--- src/rtl/shl_pkg.sv ---
package shl_pkg;

  typedef enum logic {
    SHL_MODE_IMM = 1'b0,
    SHL_MODE_REG = 1'b1
  } shl_mode_e;

  typedef struct packed {
    logic n;
    logic z;
    logic v;
    logic c;
  } shl_flags_t;

endpackage

--- src/rtl/shl_amt_decode.sv ---
module shl_amt_decode
  import shl_pkg::*;
#(
  parameter int WIDTH = 16,
  parameter int IMM_W = 4,
  parameter int SRC_W = 16,
  parameter int AMT_W = 5
) (
  input  shl_mode_e          mode,
  input  logic [IMM_W-1:0]   imm,
  input  logic [SRC_W-1:0]   src,
  output logic [AMT_W-1:0]   amt,
  output logic               amt_zero,
  output logic               amt_full
);

  function automatic logic [AMT_W-1:0] decode_imm(input logic [IMM_W-1:0] v);
    if (v == '0) return AMT_W'(WIDTH);
    return AMT_W'(v);
  endfunction

  function automatic logic [AMT_W-1:0] decode_src(input logic [SRC_W-1:0] v);
    if (v >= SRC_W'(WIDTH)) return AMT_W'(WIDTH);
    return AMT_W'(v);
  endfunction

  always_comb begin
    if (mode == SHL_MODE_REG) amt = decode_src(src);
    else                      amt = decode_imm(imm);
    amt_zero = (amt == '0);
    amt_full = (amt == AMT_W'(WIDTH));
  end

endmodule

--- src/rtl/shl_barrel.sv ---
module shl_barrel #(
  parameter int WIDTH = 16,
  parameter int AMT_W = 5
) (
  input  logic [WIDTH-1:0] data_in,
  input  logic [AMT_W-1:0] amt,
  input  logic             amt_zero,
  input  logic             carry_in,
  output logic [WIDTH-1:0] data_out,
  output logic             carry_out
);

  localparam int EXT_W = WIDTH + 1;

  logic [EXT_W-1:0] stage [AMT_W+1];

  assign stage[0] = {1'b0, data_in};

  generate
    for (genvar i = 0; i < AMT_W; i++) begin : g_stage
      assign stage[i+1] = amt[i] ? (stage[i] << (1 << i)) : stage[i];
    end
  endgenerate

  assign data_out  = stage[AMT_W][WIDTH-1:0];
  assign carry_out = amt_zero ? carry_in : stage[AMT_W][WIDTH];

endmodule

--- src/rtl/shl_flag_gen.sv ---
module shl_flag_gen
  import shl_pkg::*;
#(
  parameter int WIDTH = 16
) (
  input  logic             src_msb,
  input  logic [WIDTH-1:0] res,
  input  logic             carry,
  output shl_flags_t       flags
);

  function automatic shl_flags_t make_flags(input logic msb_before,
                                            input logic [WIDTH-1:0] value,
                                            input logic c);
    shl_flags_t f;
    f.n = value[WIDTH-1];
    f.z = (value == '0);
    f.v = msb_before ^ value[WIDTH-1];
    f.c = c;
    return f;
  endfunction

  assign flags = make_flags(src_msb, res, carry);

endmodule

--- src/rtl/shl_flag_unit.sv ---
module shl_flag_unit
  import shl_pkg::*;
#(
  parameter int WIDTH = 16,
  parameter int IMM_W = 4,
  parameter int SRC_W = 16
) (
  input  logic             clk,
  input  logic             rst,
  input  logic             in_valid,
  input  logic             mode_reg,
  input  logic [IMM_W-1:0] imm_amt,
  input  logic [SRC_W-1:0] src_amt,
  input  logic [WIDTH-1:0] operand,
  input  logic             carry_in,
  output logic             out_valid,
  output logic [WIDTH-1:0] result,
  output logic             flag_n,
  output logic             flag_z,
  output logic             flag_v,
  output logic             flag_c
);

  localparam int AMT_W = $clog2(WIDTH + 1);

  shl_mode_e        mode;
  logic [AMT_W-1:0] amt_dec;
  logic             amt_zero;
  logic             amt_full;
  logic [WIDTH-1:0] shifted;
  logic             shift_carry;
  shl_flags_t       next_flags;

  assign mode = shl_mode_e'(mode_reg);

  shl_amt_decode #(
    .WIDTH(WIDTH), .IMM_W(IMM_W), .SRC_W(SRC_W), .AMT_W(AMT_W)
  ) u_dec (
    .mode     (mode),
    .imm      (imm_amt),
    .src      (src_amt),
    .amt      (amt_dec),
    .amt_zero (amt_zero),
    .amt_full (amt_full)
  );

  shl_barrel #(
    .WIDTH(WIDTH), .AMT_W(AMT_W)
  ) u_shift (
    .data_in   (operand),
    .amt       (amt_dec),
    .amt_zero  (amt_zero),
    .carry_in  (carry_in),
    .data_out  (shifted),
    .carry_out (shift_carry)
  );

  shl_flag_gen #(
    .WIDTH(WIDTH)
  ) u_flags (
    .src_msb (operand[WIDTH-1]),
    .res     (shifted),
    .carry   (shift_carry),
    .flags   (next_flags)
  );

  always_ff @(posedge clk) begin
    if (rst) begin
      out_valid <= 1'b0;
      result    <= '0;
      flag_n    <= 1'b0;
      flag_z    <= 1'b0;
      flag_v    <= 1'b0;
      flag_c    <= 1'b0;
    end else begin
      out_valid <= in_valid;
      if (in_valid) begin
        result <= shifted;
        flag_n <= next_flags.n;
        flag_z <= next_flags.z;
        flag_v <= next_flags.v;
        flag_c <= next_flags.c;
      end
    end
  end

endmodule

--- config.mk ---
export PLATFORM = sky130hd
export DESIGN_NAME = shl_flag_unit
export DESIGN_NICKNAME = d
export VERILOG_FILES = /design/src/rtl/shl_pkg.sv /design/src/rtl/shl_amt_decode.sv /design/src/rtl/shl_barrel.sv /design/src/rtl/shl_flag_gen.sv /design/src/rtl/shl_flag_unit.sv
export SDC_FILE = /design/constraint.sdc
export NUM_CORES = 1
export LEC_CHECK = 0
export BUFFER_PORTS_ARGS = -buffer_cell sky130_fd_sc_hd__buf_2
export CORE_ASPECT_RATIO = 0.6
export CORE_MARGIN = 3
export CORE_UTILIZATION = 40
export DETAILED_ROUTE_END_ITERATION = 12
export PLACE_DENSITY = 0.73
export SYNTH_ARGS = -nofsm -noshare
export SYNTH_HDL_FRONTEND = slang
export SYNTH_SLANG_ARGS = --single-unit
--- constraint.sdc ---
create_clock -name clk -period 6.5 [get_ports clk]
set_clock_uncertainty 0.15 [all_clocks]
set_input_delay 0.325 -clock clk [delete_from_list [all_inputs] [get_ports clk]]
set_output_delay 0.325 -clock clk [all_outputs]
set_load 0.01 [all_outputs]
### After elaboration in Yosys (flattened, before gate mapping)

Cells that the tools add are included.

| storage, ports and cells | value |
|---|---|
| memory bits (read-only) | 0 |
| memory bits (writable) | 0 |
| latch bits | 0 |
| logic and storage cells | 26 |
| memories | 0 |
| bits of input ports | 41 |
| register bits after elaboration | 21 |
| output and inout bits | 21 |

| cells by class | value |
|---|---|
| bitwise gates (word level) | 1 |
| $add $sub $neg | 0 |
| multipliers | 0 |
| shift-type cells | 0 |
| equality and inequality tests | 0 |
| muxes and demuxes | 15 |
| $lt $le $gt $ge | 1 |
| div/mod/pow operators | 0 |
| reductions and logical operators | 3 |

Operator list:

| kind | count |
|---|---|
| $mux W17 | 5 |
| $mux W5 | 5 |
| $ge A16 B5 Y1 const B | 1 |
| $logic_not A16 Y1 | 1 |
| $logic_not A5 Y1 | 1 |
| $mux W1 | 5 |
| $logic_not A4 Y1 | 1 |
| $xor A1 B1 Y1 | 1 |

### Longest topological paths before layout

| depth | value |
|---|---|
| word-level depth | 11 |
| depth in mapped cells | 11 |
| depth with buffers taken out | 8 |

### By module

Synthesis repeated with hierarchy kept, for this count alone.

| unflattened totals | value |
|---|---|
| cell total of the unflattened synthesis | 185 |
| area, all modules | 1735.4 µm² |

Modules (own cells, without submodules):

| module | times used | cells an instance | area an instance (µm²) | seq. area each (µm²) |
|---|---|---|---|---|
| shl_barrel | 1 | 88 | 772.0 | 0.0 |
| shl_flag_unit | 1 | 67 | 760.7 | 420.4 |
| shl_amt_decode | 1 | 22 | 145.1 | 0.0 |
| shl_flag_gen | 1 | 8 | 57.6 | 0.0 |

### Worst setup path after synthesis

No wires, ideal clock.

| timing path | value |
|---|---|
| kind | in2reg |
| from | input port src_amt[4] |
| to | register flag_z |
| path slack | 3.459 ns |
| setup time | 0.088 ns |
| buffers on the path | 2 |
| data arrival time | 2.803 ns |
| stages | 10 |
| required time | 6.262 ns |
| cell sequence | or4_4 -> buf_6 -> o41a_1 -> buf_6 -> and4_4 -> a221oi_2 -> o221ai_1 -> a2111oi_2 -> nand4_1 -> o32ai_2 |

| on the way | value |
|---|---|
| cells in the longest elaborated chain, start to end | 11 |

RTL lines:

| item | line | source |
|---|---|---|
| start: declaration | shl_flag_unit.sv:13 | `input logic [SRC_W-1:0] src_amt,` |
| $ge A16 B5 Y1 | shl_amt_decode.sv:23 | `if (v >= SRC_W'(WIDTH)) return AMT_W'(WIDTH);` |
| $mux W1 | shl_amt_decode.sv:23 |  |
| $mux W1 | shl_amt_decode.sv:28 | `if (mode == SHL_MODE_REG) amt = decode_src(src);` |
| $mux W5 * | shl_amt_decode.sv:24 | `return AMT_W'(v);` |
| $mux W5 * | shl_amt_decode.sv:28 |  |
| $mux W17 (4 in a row) | shl_barrel.sv:21 | `assign stage[i+1] = amt[i] ? (stage[i] << (1 << i)) : stage[i];` |
| $mux W17 * | shl_barrel.sv:21 |  |
| $logic_not A16 Y1 * | shl_flag_gen.sv:17 | `f.z = (value == '0);` |
| end signal: assignment | shl_flag_unit.sv:80 | `flag_z <= next_flags.z;` |
| end: declaration | shl_flag_unit.sv:19 | `output logic flag_z,` |

Mark *: on every way between the ends. The rest lies on a longest branch, timed or not. The select of a mux whose other input is x is not followed.
A chain may end at the register's enable or synchronous reset.

### Final worst setup path

| timing path | value |
|---|---|
| from | input port mode_reg |
| to | register flag_z |

| on the way | value |
|---|---|
| cells in the longest elaborated chain, start to end | 7 |

RTL lines:

| item | line | source |
|---|---|---|
| start: declaration | shl_flag_unit.sv:11 | `input logic mode_reg,` |
| $mux W5 * | shl_amt_decode.sv:28 |  |
| $mux W17 (4 in a row) | shl_barrel.sv:21 |  |
| $mux W17 * | shl_barrel.sv:21 |  |
| $logic_not A16 Y1 * | shl_flag_gen.sv:17 |  |

Mark *: on every way between the ends. The rest lies on a longest branch, timed or not.

==> qor.yml <==
run_status:
  status: "finished, final reports clean"
power_and_ir_drop:
  combPwrFrac_pct: 40.0
  ir_worst_vdd_mv: 0.104
  power.switching_w: 0.000128
  p_leak_nw: 0.966
  pwr_density_cell_nw_per_um2: 151
  clkPwrFrac_pct: 22.8
  seqPwrFrac_pct: 37.2
  internal-power_w: 0.000225
  switching_share_pct: 36.2
clocking:
  cts_tree: "built"
  numClockSinks: 20
  cts.repair.resized: 0
  hold_buffers: 0
  cts_made_buffers: 3
  cts_root_buffer: "clkbuf_8"
  htree_levels: 1
  clk_pin_slew_ns: 0.07
  cts_buffer_depth: 2
  postCtsSetupBuffers: 0
  worstSkewPairLatency_ns: 0.26
sta:
  setup_viol: 0
  fin_crit_sh_pct: 58.1
  max_slew_margin_pct: 22.6
  fin_hold_ws_ns: 0.261
  fmaxAchievable_mhz: 265
  drv_slew: 0
  finalSetupTns_ns: 0
  finalHoldViolCount: 0
  worstMarginPinSlew_ns: 1.16
  rsz0062_at_grt: "false"
  period_needed_ns: 3.77
yosys:
  synth_cell_types: 63
  yosysTopAreaCellShare_pct: 19.7
  yosys_register_bits: 20
  ys_top_cells_by_area: "dfxtp_1, a211oi_1, a22o_1"
  synth_nets: 298
  syn_area_per_cell_um2: 7.91
  synth-edff-count: 0
  seq_area_frac_synth_pct: 19.7
  netlist_area_um2: 2030
  yosys_warnings: 0
  synthTopCellsByCount: "nor2_1, dfxtp_1"
  synthArstFlopShare_pct: 0
  yosys.area.top_type: "dfxtp_1"
  syn_inst: 257
  synth_most_common_cell: "nor2_1"
  ys.flop_type: "dfxtp_1"
setup_path:
  critPathCaptureType: "flop"
  cp-start-kind: "primary input"
  cpPeakStageDelay_ns: 0.91
  path_class: "primary input to flop"
  cpMaxStageDelayCell: "nor2b_1"
  cp_data_arrival_time_ns: 3.79
  crit_fanout: 17
  required_ns: 6.52
  path_cells: "buf_2 > nor2b_1 > a31oi_1 > a221o_1 > or2_2 > and2_1 > a221oi_1 > nand4_1 > o32ai_2"
global_route:
  grt_max_degree: 35
  gr-usage-all-layers_pct: 23.2
  grt_use_met3_pct: 7.13
  grt_pass1_vias: 2157
  gr-usage-met2_pct: 33.8
  grt_pass1_wl_um: 11100
  antenna_found_initial: 0
  busiest_layer: "met1"
  grt.overflow.total: 0
  gr-usage-met1_pct: 34.3
detailed_routing:
  ant_nets: 0
  drc: 0
  drt_iter0_markers: 253
  drt-total-wl_um: 6940
  vias: 2384
  vias_per_cell: 6.57
  avgRoutedWirePerCell_um: 19.1
  dr.pass1.iters: 5
floorplanning:
  pin_count: 62
  dieArea_um2: 6000
  floorplan.initialDensity_pct: 43.0
  dieHeight_um: 61.2
  die_w_um: 98.0
  core.rowCount: 19
  core_um2: 4730
placement:
  post_dp_cell_area_um2: 2300
  gp_congestion: 0.985
  io_buffers: 61
  hpwl_um: 5400
final_layout:
  design_area_um2: 2340
  drive_gt1_share_pct: 26.7
  area_growth_syn_to_layout_pct: 15.4
  fin_nets: 343
  num_antenna_cells: 0
job:
  maxCapViolCount: 0
min_path:
  hold_class: "primary input to flop"
-- flip-flops by register name, indices dropped and copies added, names as in the netlist --
name       cells
flag_c         1
out_valid      1
result        16
flag_z         1
flag_v         1
-- cells by family (layout without fill, tap and decap cells) --
group | count (synthesis) | in the layout | share of synthesized area, %
buffers and inverters | 24 | 67 | 6.46
muxes | 9 | 9 | 4.50
and+or+nand+nor | 105 | 105 | 29.3
AOI/OAI and AO/OA | 98 | 98 | 39.6
DFF | 20 | 20 | 19.7
xor gates and xnor gates | 1 | 1 | 0.431
-- cells in the final DEF, fill, tap and decap left out, types with 2 or more instances in the layout --
master	count
clkbuf_8	3
o41a_1	2
buf_4	2
nand4_1	8
a31oi_1	4
dfxtp_1	20
buf_2	61
nor4_1	3
a21oi_1	14
nor2_1	22
a22o_1	11
a22oi_1	4
or4_1	3
o21ai_0	8
nor2b_1	4
nand2_1	14
or4_4	3
nand4b_1	2
o311ai_0	2
or3_1	2
mux2i_1	8
nor3_1	5
a211oi_1	13
o211a_1	3
a221o_1	5
nand2b_1	14
a221oi_1	10
nand3_1	14
and2_1	4
-- worst max-delay path: cells and delay by family --
family,cells,cell delay [ns]
AOI/OAI and AO/OA,4,1.69
buffers and inverters,1,0.19
and+or+nand+nor,4,1.58
-- stage by stage --
| stage | utilization (%) | power, W | worst slack [ns] | std cells |
|---|---|---|---|---|
| 6_report | 49.6 | 0.000353 | 2.73 | 363 |
| 5_1_grt | 49.6 | 0.000373 | 2.58 | 363 |
| 4_1_cts | 49.6 | 0.000353 | 2.83 | 363 |
| 3_5_place_dp | 48.7 | 0.000271 | 2.58 | 360 |
| 3_3_place_gp | 48.7 | 0.000271 | 2.64 | 360 |
| 2_1_floorplan | - | 0.000226 | 3.46 | 257 |
-- layout make-up --
class	count	area [um^2]
well taps	63	78.8
repair buffers	63	320
fillers	494	2390
multi-input cells	213	1500
clock buffers	3	41.3
flip-flops and latches	20	400
inverters	1	3.75
-- path summary, 6_finish.rpt --
path / cells after the start / slack, ns / end / start
setup / recovery: 9 / 2.73 / flag_z$_SDFFE_PP0P_ / mode_reg
hold / removal: 3 / 0.26 / flag_v$_SDFFE_PP0P_ / operand[15]
hold reg to reg: 2 / 0.32 / result[3]$_SDFFE_PP0P_ / result[3]$_SDFFE_PP0P_
setup reg to reg: 2 / 5.61 / result[13]$_SDFFE_PP0P_ / result[13]$_SDFFE_PP0P_
-- metal layers --
layer,share of wire (%),vias to the layer above
li1,-,1123
met1,48,1129
met2,40,126
met3,12,6
met4,0.63,0
met5,0,-
-- power by group through the flow --
stage | combinational (W) | clock, W | sequential [W]
5_1_grt | 0.000153 | 0.0000878 | 0.000132
3_5_place_dp | 0.000137 | 0 | 0.000134
4_1_cts | 0.000137 | 0.0000838 | 0.000131
3_3_place_gp | 0.000137 | 0 | 0.000134
6_report | 0.000141 | 0.0000804 | 0.000131
2_1_floorplan | 0.0000884 | 0 | 0.000137
No activity file was read; power rests on OpenSTA's default activity.
